[src/rtl/dac6_pkg.sv]
package dac6_pkg;
  localparam int SMP_W        = 8;
  localparam int OUT_W        = 14;
  localparam int SHIFT        = OUT_W - SMP_W;
  localparam int CYC_PER_SLOT = 4;
  localparam int NUM_SLOTS    = 6;
  localparam int CYC_PER_SMP  = CYC_PER_SLOT * NUM_SLOTS;
  localparam int SLOT_W       = $clog2(NUM_SLOTS);
  localparam int CNT_W        = $clog2(CYC_PER_SMP);
  localparam int SUB_W        = (CYC_PER_SLOT > 1) ? $clog2(CYC_PER_SLOT) : 1;

  localparam logic [7:0] A_SAMPLE = 8'h2A;
  localparam logic [7:0] A_ENABLE = 8'h2B;
  localparam logic [7:0] A_PAN    = 8'hB6;
  localparam int EN_BIT    = 7;
  localparam int PAN_L_BIT = 7;
  localparam int PAN_R_BIT = 6;

  typedef struct packed {
    logic [SMP_W-1:0] sample;
    logic             en;
    logic             pan_l;
    logic             pan_r;
  } dac6_regs_t;

  localparam dac6_regs_t REGS_RST = '{sample: 8'h80, en: 1'b0, pan_l: 1'b1, pan_r: 1'b1};

  // Flip the top bit to remove the bias, then shift up into FM scale.
  function automatic logic [OUT_W-1:0] to_fm_scale(input logic [SMP_W-1:0] s);
    return {~s[SMP_W-1], s[SMP_W-2:0], {SHIFT{1'b0}}};
  endfunction
endpackage

[src/rtl/dac6_regfile.sv]
module dac6_regfile
  import dac6_pkg::*;
(
  input  logic       clk,
  input  logic       rst_n,
  input  logic       wr_en,
  input  logic       wr_grp,
  input  logic [7:0] wr_addr,
  input  logic [7:0] wr_data,
  output dac6_regs_t regs_q
);
  dac6_regs_t regs_d;
  logic hit_smp, hit_en, hit_pan;

  always_comb begin
    hit_smp = wr_en && !wr_grp && (wr_addr == A_SAMPLE);
    hit_en  = wr_en && !wr_grp && (wr_addr == A_ENABLE);
    hit_pan = wr_en &&  wr_grp && (wr_addr == A_PAN);
    regs_d  = regs_q;
    if (hit_smp) regs_d.sample = wr_data;
    if (hit_en)  regs_d.en     = wr_data[EN_BIT];
    if (hit_pan) begin
      regs_d.pan_l = wr_data[PAN_L_BIT];
      regs_d.pan_r = wr_data[PAN_R_BIT];
    end
  end

  always_ff @(posedge clk or negedge rst_n) begin
    if (!rst_n)     regs_q <= REGS_RST;
    else if (wr_en) regs_q <= regs_d;
  end

  // without a write strobe the stored state stays put
  assert_keep_state_R2: assert property (@(posedge clk) disable iff (!rst_n)
    !wr_en |=> $stable(regs_q));
  // group-1 writes never reach the pan gates
  assert_pan_group_R7: assert property (@(posedge clk) disable iff (!rst_n)
    (wr_en && !wr_grp) |=> ($stable(regs_q.pan_l) && $stable(regs_q.pan_r)));
endmodule

[src/rtl/dac6_tick.sv]
module dac6_tick
  import dac6_pkg::*;
(
  input  logic              clk,
  input  logic              rst_n,
  output logic              tick,
  output logic [SLOT_W-1:0] slot_q
);
  logic [CNT_W-1:0]  cnt_q, cnt_d;
  logic [SUB_W-1:0]  sub_q, sub_d;
  logic [SLOT_W-1:0] slot_d;
  logic              sub_wrap;

  always_comb begin
    tick     = (cnt_q == CNT_W'(CYC_PER_SMP - 1));
    cnt_d    = tick ? '0 : cnt_q + 1'b1;
    sub_wrap = (sub_q == SUB_W'(CYC_PER_SLOT - 1));
    sub_d    = sub_wrap ? '0 : sub_q + 1'b1;
    slot_d   = slot_q;
    if (sub_wrap) slot_d = (slot_q == SLOT_W'(NUM_SLOTS - 1)) ? '0 : slot_q + 1'b1;
  end

  always_ff @(posedge clk or negedge rst_n) begin
    if (!rst_n) begin
      cnt_q  <= '0;
      sub_q  <= '0;
      slot_q <= '0;
    end else begin
      cnt_q  <= cnt_d;
      sub_q  <= sub_d;
      slot_q <= slot_d;
    end
  end

  // period counter stays in range
  assert_cnt_range_R8: assert property (@(posedge clk) disable iff (!rst_n)
    cnt_q < CNT_W'(CYC_PER_SMP));
  // slot counter agrees with the period end
  assert_slot_tick_R8: assert property (@(posedge clk) disable iff (!rst_n)
    tick |-> (slot_q == SLOT_W'(NUM_SLOTS - 1)));
  assert_slot_range_R8: assert property (@(posedge clk) disable iff (!rst_n)
    slot_q < SLOT_W'(NUM_SLOTS));
endmodule

[src/rtl/dac6_out.sv]
module dac6_out
  import dac6_pkg::*;
(
  input  logic             clk,
  input  logic             rst_n,
  input  logic             tick,
  input  dac6_regs_t       regs,
  input  logic [OUT_W-1:0] fm_in,
  output logic             valid_q,
  output logic [OUT_W-1:0] left_q,
  output logic [OUT_W-1:0] right_q
);
  logic [OUT_W-1:0] val, left_d, right_d;

  always_comb begin
    val     = regs.en ? to_fm_scale(regs.sample) : fm_in;
    left_d  = regs.pan_l ? val : '0;
    right_d = regs.pan_r ? val : '0;
  end

  always_ff @(posedge clk or negedge rst_n) begin
    if (!rst_n) begin
      valid_q <= 1'b0;
      left_q  <= '0;
      right_q <= '0;
    end else begin
      valid_q <= tick;
      if (tick) begin
        left_q  <= left_d;
        right_q <= right_d;
      end
    end
  end

  // a closed gate yields zero on that side
  assert_gate_left_R6: assert property (@(posedge clk) disable iff (!rst_n)
    (valid_q && !$past(regs.pan_l)) |-> (left_q == '0));
  assert_gate_right_R6: assert property (@(posedge clk) disable iff (!rst_n)
    (valid_q && !$past(regs.pan_r)) |-> (right_q == '0));
  // sample mode output has the low shift bits clear
  assert_dac_lsb_R4: assert property (@(posedge clk) disable iff (!rst_n)
    (valid_q && $past(regs.en) && $past(regs.pan_l)) |-> (left_q[SHIFT-1:0] == '0));
  // outputs only move in the pulse cycle
  assert_hold_R9: assert property (@(posedge clk) disable iff (!rst_n)
    !valid_q |-> ($stable(left_q) && $stable(right_q)));
  // the pulse is a single cycle
  assert_pulse_R8: assert property (@(posedge clk) disable iff (!rst_n)
    valid_q |=> !valid_q);
endmodule

[src/rtl/dac6_ch6_sub.sv]
module dac6_ch6_sub
  import dac6_pkg::*;
(
  input  logic                clk,
  input  logic                rst_n,
  input  logic                wr_en,
  input  logic                wr_grp,
  input  logic [7:0]          wr_addr,
  input  logic [7:0]          wr_data,
  input  logic [OUT_W-1:0]    fm_ch6,
  output logic                smp_valid,
  output logic [SLOT_W-1:0]   slot_idx,
  output logic [OUT_W-1:0]    ch6_left,
  output logic [OUT_W-1:0]    ch6_right
);
  dac6_regs_t regs;
  logic       tick;

  dac6_regfile u_regs (
    .clk(clk), .rst_n(rst_n), .wr_en(wr_en), .wr_grp(wr_grp),
    .wr_addr(wr_addr), .wr_data(wr_data), .regs_q(regs)
  );

  dac6_tick u_tick (
    .clk(clk), .rst_n(rst_n), .tick(tick), .slot_q(slot_idx)
  );

  dac6_out u_out (
    .clk(clk), .rst_n(rst_n), .tick(tick), .regs(regs), .fm_in(fm_ch6),
    .valid_q(smp_valid), .left_q(ch6_left), .right_q(ch6_right)
  );
endmodule

[config.mk]
export PLATFORM = sky130hd
export DESIGN_NAME = dac6_ch6_sub
export DESIGN_NICKNAME = d
export VERILOG_FILES = /design/src/rtl/dac6_pkg.sv /design/src/rtl/dac6_regfile.sv /design/src/rtl/dac6_tick.sv /design/src/rtl/dac6_out.sv /design/src/rtl/dac6_ch6_sub.sv
export SDC_FILE = /design/constraint.sdc
export NUM_CORES = 1
export LEC_CHECK = 0
export BUFFER_PORTS_ARGS = -buffer_cell sky130_fd_sc_hd__buf_4
export CORE_MARGIN = 2
export CORE_UTILIZATION = 47
export CTS_BUF_LIST = sky130_fd_sc_hd__clkbuf_8
export CTS_CLUSTER_SIZE = 25
export DETAILED_ROUTE_END_ITERATION = 8
export GPL_TIMING_DRIVEN = 0
export PLACE_DENSITY_LB_ADDON = 0.12
export SLEW_MARGIN = 20
export SYNTH_ARGS = -nofsm -noshare
export SYNTH_HDL_FRONTEND = slang
export SYNTH_SLANG_ARGS = --single-unit
[constraint.sdc]
create_clock -name clk -period 1.65 [get_ports clk]
set_input_delay 0.165 -clock clk [delete_from_list [all_inputs] [get_ports clk]]
set_output_delay 0.165 -clock clk [all_outputs]
set_load 0.05 [all_outputs]
# Yosys cells after proc, flatten, opt, wreduce, memory -nomap -nowiden

Cells that the tools add are included.

$add $sub $neg: 3
Multiply operators: 0
Divide/modulo/power cells: 0
$lt $le $gt $ge: 0
Eq/ne operators: 6
Shift operators: 0
Mux-type cells: 6
Bitwise gates (word level): 1
Reductions and logical operators: 9

Operator list:

| operator                                             | number |
|---|---|
| 2-to-1 mux 14 bit                                    | 3 |
| equality test 8 x 6 -> 1 bit (second input constant) | 2 |
| equality test 8 bit (second input constant)          | 1 |
| AND reduction 2 bit                                  | 3 |
| adder 5 x 1 -> 5 bit (second input constant)         | 1 |
| equality test 5 bit (second input constant)          | 1 |
| logical AND 1 bit                                    | 5 |
| 2-to-1 mux 5 bit                                     | 1 |
| adder 3 x 1 -> 3 bit (second input constant)         | 1 |
| equality test 3 bit (second input constant)          | 1 |
| 2-to-1 mux 3 bit                                     | 1 |
| adder 2 x 1 -> 2 bit (second input constant)         | 1 |
| equality test 2 bit (second input constant)          | 1 |
| 2-to-1 mux 2 bit                                     | 1 |
| zero test 1 bit                                      | 1 |
| NOT 1 bit                                            | 1 |

Flip-flop bits (word level): 50
Bits in latches: 0
RAM bits: 0
ROM bits: 0
Bits of input ports: 34
Output and inout bits: 32
Word-level logic and storage cells: 35
Memories kept: 0

# Depth between registers and ports, before layout

Gate-level depths: netlist of the first run.

Depth after elaboration: 4
Gate-level depth with buffers: 6
Gate-level depth less buffers: 4

# Modules after synthesis

From an unflattened synthesis of the first run, not the netlist that was laid out.

Cell total of the unflattened synthesis: 167
Area, all modules: 2072.0 sq um

Modules (own cells, without submodules):

| module       | times used | cells an instance | area an instance (sq um) | sequential area each (sq um) |
|---|---|---|---|---|
| dac6_out     | 1          | 109               | 1188.6                   | 725.7 |
| dac6_regfile | 1          | 29                | 474.2                    | 279.0 |
| dac6_tick    | 1          | 29                | 409.1                    | 250.2 |

# Worst setup path before layout of the first run

Ideal clock, no wire load.

Path type: in2reg
From: input port wr_addr[2]
To: register u_regs.regs_q[3] in the netlist's numbering
Library setup time: 125 ps
Arrival: 1500 ps
Required time: 1525 ps
Setup slack: 25 ps
Stages: 3
Buffers on the path: 0
Cells stage by stage: or4b_4 > nor4_4 > mux2_2

Longest elaborated chain between the ends: 3

RTL lines:

| item                          | line               | source |
|---|---|---|
| start, declared               | dac6_ch6_sub.sv:8  | `input logic [7:0] wr_addr,` |
| equality test 8 x 6 -> 1 bit  | dac6_regfile.sv:16 | `hit_smp = wr_en && !wr_grp && (wr_addr == A_SAMPLE);` |
| logical AND 1 bit             | dac6_regfile.sv:16 |  |
| AND reduction 2 bit (no line) | n/a                |  |
| end signal, assigned          | dac6_regfile.sv:30 | `else if (wr_en) regs_q <= regs_d;` |
| end, declared                 | dac6_regfile.sv:10 | `output dac6_regs_t regs_q` |

Every way passes these cells.
A chain may end at the register's enable or synchronous reset.

# Worst setup path in the final report of the first run

From: input port wr_addr[2]
To: register u_regs.regs_q[6] in the netlist's numbering

The elaborated chain is that of the path after synthesis.

==> results of run 1 <==
[report_power, final]
part | switching (mW) | internal (mW)
Clock | 0.406 | 0.298
Sequential | 0.00978 | 1.24
Combinational | 0.0977 | 0.0860
[registers in the layout (all words and copies together) (netlist names)]
register	flops
u_out.left_q	14
u_out.right_q	14
u_out.valid_q	1
u_regs.regs_q	11
u_tick.cnt_q	5
u_tick.slot_q	3
u_tick.sub_q	2
[through the flow]
| stage | instances | hold slack, ps | setup WS, ps | power, mW |
|---|---|---|---|---|
| floorplan | 168 | -131 | 25.2 | 1.35 |
| global placement | 283 | 220 | -229 | 1.46 |
| detailed placement | 283 | 219 | -252 | 1.46 |
| CTS | 292 | 84.4 | 34.8 | 2.16 |
| global route | 292 | 83.5 | -17.3 | 2.23 |
| finish | 292 | 90.3 | 103 | 2.14 |
[cells by family (layout without fill, tap and decap cells)]
family / count (synthesis) / after routing / synth area share [%]
AND/OR/NAND/NOR: 53 / 53 / 13.0
flip-flops: 50 / 50 / 62.0
adder cells (fa/ha/maj): 2 / 2 / 1.24
multiplexers: 18 / 18 / 9.57
buffers and inverters: 10 / 84 / 1.85
AO/OA/AOI/OAI: 32 / 32 / 11.1
XOR/XNOR: 3 / 3 / 1.30
[cell usage in the layout (no fill, tap or decap), drive strengths merged]
| master | instances |
|---|---|
| buf | 65 |
| dfrtp | 47 |
| nand2 | 28 |
| a22o | 16 |
| o21ai | 14 |
| clkbuf | 13 |
| nor2 | 11 |
| mux2 | 11 |
| mux2i | 7 |
| nand4b | 3 |
| xor2 | 3 |
| nor2b | 3 |
| dfstp | 3 |
| inv | 2 |
| nand3 | 2 |
| ha | 2 |
| nor4 | 2 |
| clkinv | 2 |
| or4b | 1 |
| nor3 | 1 |
| a21o | 1 |
| nor4b | 1 |
| nand2b | 1 |
| a211oi | 1 |
| clkinvlp | 1 |
| dlygate4sd3 | 1 |
[what timing repair did]
action	in CTS	in global routing
endpoints found under the setup margin	26	18
pin swaps	0	0
hold endpoints to repair	47	0
hold buffers	1	0
resized for setup	2	9
[how the worst max path moves through the flow]
stage	end	slack, ps	cells after the start
after detailed placement	u_out.right_q[3]$_DFFE_PN0N_	-250	6
final	u_regs.regs_q[6]$_DFFE_PN0P_	100	4
after CTS	u_out.right_q[13]$_DFFE_PN0N_	30	5
after floorplan	u_regs.regs_q[3]$_DFFE_PN0P_	30	3
after global placement	u_regs.regs_q[5]$_DFFE_PN0P_	-230	4
after global routing	u_out.right_q[2]$_DFFE_PN0N_	-20	6
[cell type report]
class,instances,share of cell area [%]
Buffer,8,1.53
Clock buffer,5,2.56
Clock inverter,3,0.790
Inverter,2,0.279
Multi-Input combinational cell,108,27.4
Sequential cell,50,46.6
Tap cell,50,2.32
Timing Repair Buffer,66,18.5
[layer usage]
metal	part of all wire (%)	GRT usage (%)	up-vias
met2	46	26.9	48
met1	46	24.4	727
met5	0	0	-
met4	0.90	4.49	0
li1	-	-	740
met3	6.3	5.38	3
==> results.sh, run 1 <==
export IMPL_outcome="finished, final reports clean"
export IMPL_worst_slew_pin_slew_ps=599
export IMPL_crit_buf_inv=1
export IMPL_drtIter0Drc=77
export IMPL_slowest_stage="or4b_4"
export IMPL_first_pass_iters=4
export IMPL_hold_path_endpoint="u_regs.regs_q[4]$_DFFE_PN0P_"
export IMPL_max_clock_freq_mhz=646
export IMPL_synth_top_flop_cell="dfrtp_1"
export IMPL_routabilityCongestion=0.719
export IMPL_clk_pin_slew_ps=90
export IMPL_stdcell_area_um2=2690
export IMPL_synth_async_reset_ratio_pct=100
export IMPL_r2r_start="u_tick.cnt_q[0]$_DFF_PN0_"
export IMPL_cts_root_buf="clkbuf_8"
export IMPL_drv_cap=0
export IMPL_netlist_top_cells_count="47 x dfrtp_1, 28 x nand2_1, 16 x a22o_1"
export IMPL_dieWidth_um=69.7
export IMPL_synth_area_um2=2030
export IMPL_yosys_area_top_type="dfrtp_1"
export IMPL_htreeDepth=2
export IMPL_avgSynthCellArea_um2=12.1
export IMPL_seq_area_frac_synth_pct=62.0
export IMPL_required_ps=1840
export IMPL_grt_pass1_vias=1447
export IMPL_arrival_ps=1740
export IMPL_core_area_um2=4090
export IMPL_dieArea_um2=4850
export IMPL_port_buffers=65
export IMPL_grt_usage_pct=17.5
export IMPL_min_from="wr_data[1]"
export IMPL_netlist_area_leader_share_pct=58.1
export IMPL_postRouteWirelength_mm=4.02
export IMPL_clock_sinks=50
export IMPL_finalCriticalPeriod_ps=1550
export IMPL_synth_most_common_cell="dfrtp_1"
export IMPL_io_pins=66
export IMPL_grt_max_degree=51
export IMPL_fillers=343
export IMPL_synth_edff_count=0
export IMPL_rsz0062_at_grt="true"
export IMPL_setup_violations=0
export IMPL_tns_ps=0
export IMPL_hold_class="in2reg"
export IMPL_hold_viol_final=0
export IMPL_skew_ps=7.15
export IMPL_nets=277
export IMPL_endpoint_kind="flop"
export IMPL_r2r_setup_slack_ps=110
export IMPL_drtAntennaViolNets=0
export IMPL_cp_top_family="simple AND/OR/NAND/NOR gates"
export IMPL_place_area_um2=2580
export IMPL_std_cell_rows=23
export IMPL_final_util_pct=65.9
export IMPL_ys_top_cells_by_area="dfrtp_1 58%, a22o_1 6.9%, mux2_2 6.1%"
export IMPL_worstReg2RegEnd="u_out.right_q[3]$_DFFE_PN0N_"
export IMPL_min_delay_path_depth=2
export IMPL_cp_max_fo=8
export IMPL_cp_startpoint="wr_addr[2]"
export IMPL_multi_input_area_um2=738
export IMPL_vias=1518
export IMPL_insertedDiodeCount=0
export IMPL_vias_per_cell=5.20
export IMPL_grt_pass1_wl_mm=6.78
export IMPL_final_seq_area_um2=1250
export IMPL_finalCritPeriodShare_pct=93.8
export IMPL_drv_slew=0
export IMPL_leakagePower_nw=1.35
export IMPL_worstSetupStartpointType="input pin"
export IMPL_clkLatencyLatePin_ps=300
export IMPL_ys_warn_count=0
export IMPL_cts_setup_buffers=0
export IMPL_slowest_delay_ps=550
export IMPL_crit_path_cell_trace="buf_4, or4b_4, nor4_4, mux2_2"
export IMPL_syn2layout_area_growth_pct=32.9
export IMPL_grt_overflow_total=0
export IMPL_die_h_um=69.7
export IMPL_synthCells=168
export IMPL_cts_tree="yes"
export IMPL_p_per_area_nw_per_um2=795
export IMPL_ys_types=24
export IMPL_clockBufferDepth=2
export IMPL_cts_buffers=5
export IMPL_syn_nets=204
export IMPL_crit_type="in2reg"
export IMPL_final_layout_size_suffix_gt1_share_pct=39.3
export IMPL_place_detailed_hpwl_mm=2.99
export IMPL_ir_drop_mv=0.417
export IMPL_avgRoutedWirePerCell_um=13.8
export IMPL_start_util_pct=49.6
export IMPL_slew_headroom_pct=60.0
export IMPL_antenna_found_initial=0
export IMPL_yosys_register_bits=50
export IMPL_worstRegToRegCells=6
export IMPL_remaining_drc_errors=0
(Power assumes the default switching activity.)
==> inputs of run 2 (changes only) <==
Settings changed: ABC_AREA from default to 1.
==> results.sh, run 2 <==
export IMPL_hold_class="in2reg"
export IMPL_cts_root_buf="clkbuf_8"
export IMPL_cts_resized=0
export IMPL_grt_overflow_total=0
export IMPL_outcome="finished, final reports clean"
export IMPL_htreeDepth=2
export IMPL_arrival_ps=1630
export IMPL_dieArea_um2=5080
export IMPL_cts_buffers=5
export IMPL_leakagePower_nw=1.59
export IMPL_setup_violations=0
export IMPL_core_area_um2=4350
export IMPL_final_cell_mix="120 x nand2_1, 66 x buf_4, 47 x dfrtp_1, 14 x inv_1"
export IMPL_syn2layout_area_growth_pct=30.9
export IMPL_mostFrequentLayoutCell="nand2_1"
export IMPL_netlist_top_cells_count="120 x nand2_1, 47 x dfrtp_1, 14 x inv_1"
export IMPL_finalCriticalPeriod_ps=1410
export IMPL_endpoint_kind="flop"
export IMPL_synth_async_reset_ratio_pct=100
export IMPL_netlist_area_leader_share_pct=55.3
export IMPL_hold_buffers=1
export IMPL_place_detailed_hpwl_mm=3.25
export IMPL_avgRoutedWirePerCell_um=11.7
export IMPL_synthCells=250
export IMPL_place_area_um2=2680
export IMPL_fillers=403
export IMPL_worst_slew_pin_slew_ps=616
export IMPL_final_seq_area_um2=1250
export IMPL_routabilityCongestion=0.773
export IMPL_dieWidth_um=71.3
export IMPL_ys_types=22
export IMPL_drtIter0Drc=57
export IMPL_synth_most_common_cell="nand2_1"
export IMPL_grt_pass1_vias=1737
export IMPL_worstSetupStartpointType="flop"
export IMPL_remaining_drc_errors=0
export IMPL_ys_top_cells_by_area="dfrtp_1 55%, nand2_1 21%, dfstp_2 3.7%"
export IMPL_cts_setup_buffers=0
export IMPL_avgSynthCellArea_um2=8.51
export IMPL_drv_cap=0
export IMPL_p_per_area_nw_per_um2=783
export IMPL_final_util_pct=64.0
export IMPL_synth_top_flop_cell="dfrtp_1"
export IMPL_largestRegisters="u_out.left_q: 14 flops, u_out.right_q: 14 flops, u_regs.regs_q: 11 flops"
export IMPL_vias_per_cell=4.78
export IMPL_clockBufferDepth=2
export IMPL_yosys_area_top_type="dfrtp_1"
export IMPL_postRouteWirelength_mm=4.40
export IMPL_crit_type="reg2reg"
export IMPL_synth_edff_count=0
export IMPL_nets=359
export IMPL_multi_input_area_um2=782
export IMPL_insertedDiodeCount=0
export IMPL_hold_viol_final=0
export IMPL_vias=1799
export IMPL_yosys_register_bits=50
export IMPL_grt_pass1_wl_mm=7.53
export IMPL_required_ps=1870
export IMPL_syn_nets=286
export IMPL_slew_headroom_pct=59.0
export IMPL_finalCritPeriodShare_pct=85.3
export IMPL_std_cell_rows=24
export IMPL_seq_area_frac_synth_pct=59.0
export IMPL_drtAntennaViolNets=0
export IMPL_grt_max_degree=51
export IMPL_clk_pin_slew_ps=80
export IMPL_synth_area_um2=2130
export IMPL_tns_ps=0
export IMPL_cts_tree="yes"
export IMPL_port_buffers=65
export IMPL_antenna_found_initial=0
export IMPL_cp_max_fo=10
export IMPL_start_util_pct=48.9
export IMPL_rsz0062_at_grt="false"
export IMPL_clkLatencyLatePin_ps=310
export IMPL_ys_warn_count=0
export IMPL_max_clock_freq_mhz=711
export IMPL_clock_sinks=50
export IMPL_final_layout_size_suffix_gt1_share_pct=26.5
export IMPL_skew_ps=10.2
export IMPL_stdcell_area_um2=2790
export IMPL_io_pins=66
export IMPL_die_h_um=71.3
export IMPL_r2r_setup_slack_ps=240
export IMPL_drv_slew=0
export IMPL_grt_usage_pct=18.9
export IMPL_ir_drop_mv=0.494
export IMPL_first_pass_iters=4
==> run 2: kinds of logic after synthesis <==
| family | Yosys count | synth area share, % |
|---|---|---|
| buffers and inverters | 21 | 4.23 |
| AND/OR/NAND/NOR | 156 | 30.4 |
| XOR/XNOR | 1 | 0.412 |
| flip-flops | 50 | 59.0 |
| adder cells (fa/ha/maj) | 2 | 1.18 |
| AO/OA/AOI/OAI | 20 | 4.82 |
==> run 2: path summary, 6_finish.rpt <==
path	from	endpoint	cells after the start
max in group asynchronous	rst_n	u_regs.regs_q[5]$_DFFE_PN0P_	2
worst max register to register	u_tick.cnt_q[0]$_DFF_PN0_	u_out.left_q[13]$_DFFE_PN0N_	5
worst min register to register	u_tick.sub_q[0]$_DFF_PN0_	u_tick.sub_q[0]$_DFF_PN0_	1
worst max-delay path	u_tick.cnt_q[0]$_DFF_PN0_	u_out.left_q[13]$_DFFE_PN0N_	5
worst min-delay path	wr_data[1]	u_regs.regs_q[4]$_DFFE_PN0P_	3
min in group asynchronous	rst_n	u_out.left_q[1]$_DFFE_PN0N_	2
==> run 2: stage by stage <==
stage / instances / hold slack (ps) / total power [mW] / worst slack, ps
after detailed placement: 367 / 223 / 1.48 / 260
final: 376 / 86.9 / 2.18 / 243
after CTS: 376 / 80.6 / 2.21 / 248
after global placement: 367 / 226 / 1.47 / 268
after global routing: 376 / 82.4 / 2.28 / 106
after floorplan: 250 / -131 / 1.36 / 404
==> run 2: critical path: stages (launching register included) <==
cell and delay (ps):
dfrtp_1 400, ha_1 260, nand4_1 130, clkbuf_1 360, nand2_1 100, o21ai_0 90
==> run 2: power breakdown <==
group,leakage [nW],total (mW),switching [mW],internal (mW)
registers,0.678,1.25,0.00965,1.24
clock network,0.0472,0.730,0.392,0.337
logic,0.865,0.199,0.116,0.0831
total,1.59,2.18,0.518,1.66
==> run 2: metal layers <==
metal / part of all wire [%] / global-route usage (%) / vias up
met5: 0 / 0 / -
met4: 1.8 / 7.13 / 0
met3: 6.7 / 5.63 / 7
met2: 45 / 31.1 / 53
met1: 47 / 23.7 / 811
li1: - / - / 928
==> run 2: cell type report <==
cell class              count  area share (%)
plain buffers               5           0.854
inverters                  16            2.38
flip-flops and latches     50            45.1
repair buffers             66            17.9
multi-input cells         179            28.1
clock inverters             2           0.449
clock buffers               6            2.96
well taps                  52            2.34
==> inputs of run 3 (changes only) <==
Settings changed: CORE_ASPECT_RATIO from default to 1.5, CORE_MARGIN 2 to default.
==> results.sh, run 3 (synthesized netlist as in run 2, its figures left out) <==
export IMPL_final_cell_mix="120 x nand2_1, 66 x buf_4, 47 x dfrtp_1, 14 x inv_1"
export IMPL_r2r_start="u_tick.cnt_q[0]$_DFF_PN0_"
export IMPL_cp_max_fo=10
export IMPL_worstRegToRegCells=5
export IMPL_vias=1791
export IMPL_finalCriticalPeriod_ps=1470
export IMPL_grt_pass1_vias=1762
export IMPL_postRouteWirelength_mm=4.34
export IMPL_r2r_setup_slack_ps=180
export IMPL_grt_usage_pct=20.2
export IMPL_drv_slew=0
export IMPL_p_int_mw=1.62
export IMPL_port_buffers=65
export IMPL_drv_cap=0
export IMPL_antenna_found_initial=0
export IMPL_min_from="wr_data[1]"
export IMPL_fillers=399
export IMPL_place_detailed_hpwl_mm=3.25
export IMPL_hold_buffers=1
export IMPL_start_util_pct=49.7
export IMPL_skew_ps=9.15
export IMPL_outcome="complete, but fails checks"
export IMPL_max_clock_freq_mhz=682
export IMPL_grt_max_degree=51
export IMPL_grt_pass1_wl_mm=7.65
export IMPL_std_cell_rows=29
export IMPL_nets=359
export IMPL_final_seq_area_um2=1250
export IMPL_vias_per_cell=4.84
export IMPL_power_frac_comb_pct=9.2
export IMPL_first_pass_iters=7
export IMPL_worst_slew_pin_slew_ps=607
export IMPL_worstReg2RegEnd="u_out.right_q[13]$_DFFE_PN0N_"
export IMPL_cts_buffers=5
export IMPL_hold_class="in2reg"
export IMPL_drtAntennaViolNets=0
export IMPL_power_share_sequential_pct=58.1
export IMPL_dieWidth_um=56.9
export IMPL_p_per_area_nw_per_um2=778
export IMPL_min_delay_path_depth=3
export IMPL_tns_ps=0
export IMPL_crit_path_cell_trace="ha_1, nand4_1, clkbuf_1, nand2_1, o21ai_1"
export IMPL_mostFrequentLayoutCell="nand2_1"
export IMPL_endpoint_kind="flop"
export IMPL_crit_type="reg2reg"
export IMPL_dieArea_um2=4800
export IMPL_clkPwrFrac_pct=32.7
export IMPL_clk_pin_slew_ps=90
export IMPL_remaining_drc_errors=10
export IMPL_worstSetupStartpointType="flop"
export IMPL_slew_headroom_pct=59.5
export IMPL_io_pins=66
export IMPL_slowest_delay_ps=410
export IMPL_hold_path_endpoint="u_regs.regs_q[4]$_DFFE_PN0P_"
export IMPL_switching_share_pct=24.7
export IMPL_cts_setup_buffers=0
export IMPL_clkLatencyLatePin_ps=300
export IMPL_die_h_um=84.4
export IMPL_clock_sinks=50
export IMPL_cts_resized=0
export IMPL_slowest_stage="clkbuf_1"
export IMPL_hold_viol_final=0
export IMPL_clockBufferDepth=2
export IMPL_multi_input_area_um2=782
export IMPL_core_area_um2=4280
export IMPL_violations="design-rule violations"
export IMPL_grt_overflow_total=0
export IMPL_avgRoutedWirePerCell_um=11.7
export IMPL_cts_root_buf="clkbuf_8"
export IMPL_cts_tree="yes"
export IMPL_switching_power_mw=0.534
export IMPL_largestRegisters="u_out.left_q: 14 flops, u_out.right_q: 14 flops, u_regs.regs_q: 11 flops"
export IMPL_finalCritPeriodShare_pct=88.8
export IMPL_syn2layout_area_growth_pct=30.4
export IMPL_final_layout_size_suffix_gt1_share_pct=26.5
export IMPL_drtIter0Drc=85
export IMPL_setup_violations=0
export IMPL_ir_drop_mv=0.569
export IMPL_insertedDiodeCount=0
export IMPL_htreeDepth=2
export IMPL_arrival_ps=1700
export IMPL_required_ps=1880
export IMPL_leakagePower_nw=1.59
export IMPL_routabilityCongestion=0.773
export IMPL_whs_ps=84.0
export IMPL_rsz0062_at_grt="false"
-- run 3: routing by layer --
layer | routed length, um | vias to the layer above | global-route usage (%)
met1 | 1880 | 814 | 24.6
met3 | 218 | 5 | 4.01
li1 | - | 924 | -
met5 | 0 | - | 0
met2 | 2190 | 48 | 35.4
met4 | 56 | 0 | 6.65
-- run 3: cell type report --
| cell class | instances | share of cell area, % |
|---|---|---|
| well taps | 46 | 2.08 |
| plain buffers | 5 | 0.857 |
| repair buffers | 66 | 18.0 |
| flip-flops and latches | 50 | 45.3 |
| clock buffers | 5 | 2.48 |
| clock inverters | 3 | 0.767 |
| multi-input cells | 179 | 28.2 |
| inverters | 16 | 2.39 |
-- run 3: worst max path at each step --
| stage | startpoint | end | slack (ps) | cells after the start |
|---|---|---|---|---|
| 2_1_floorplan | u_tick.cnt_q[0]$_DFF_PN0_ | u_out.left_q[10]$_DFFE_PN0N_ | 400 | 6 |
| 3_5_place_dp | u_tick.cnt_q[0]$_DFF_PN0_ | u_out.right_q[13]$_DFFE_PN0N_ | 200 | 5 |
| 3_3_place_gp | u_tick.cnt_q[0]$_DFF_PN0_ | u_out.right_q[13]$_DFFE_PN0N_ | 250 | 5 |
| 6_report | u_tick.cnt_q[0]$_DFF_PN0_ | u_out.right_q[13]$_DFFE_PN0N_ | 180 | 5 |
| 5_1_grt | u_tick.cnt_q[0]$_DFF_PN0_ | u_out.right_q[13]$_DFFE_PN0N_ | 40 | 5 |
| 4_1_cts | u_tick.cnt_q[0]$_DFF_PN0_ | u_out.right_q[13]$_DFFE_PN0N_ | 180 | 5 |
-- run 3: power groups by stage --
stage	clock network, mW	registers [mW]	logic, mW
6_report	0.707	1.25	0.198
5_1_grt	0.772	1.26	0.221
4_1_cts	0.728	1.25	0.202
3_5_place_dp	0	1.28	0.200
3_3_place_gp	0	1.28	0.198
2_1_floorplan	0	1.31	0.0499
-- run 3: stage by stage --
step           setup WS (ps)  util (%)  power, mW  std cells  area [um2]
2_1_floorplan            404         -       1.36        250        2130
3_3_place_gp             252      62.4       1.47        361        2670
3_5_place_dp             199      62.4       1.48        361        2670
4_1_cts                  177      64.8       2.18        370        2770
5_1_grt                 42.2      64.8       2.25        370        2770
6_report                 185      64.8       2.16        370        2770
-- run 3: critical path: cells and delay by family, from the launching register on --
family | cells | cell delay [ps]
compound gates | 1 | 90
flops | 1 | 400
fa+ha+maj | 1 | 260
simple gates | 2 | 240
buf+inv | 1 | 410
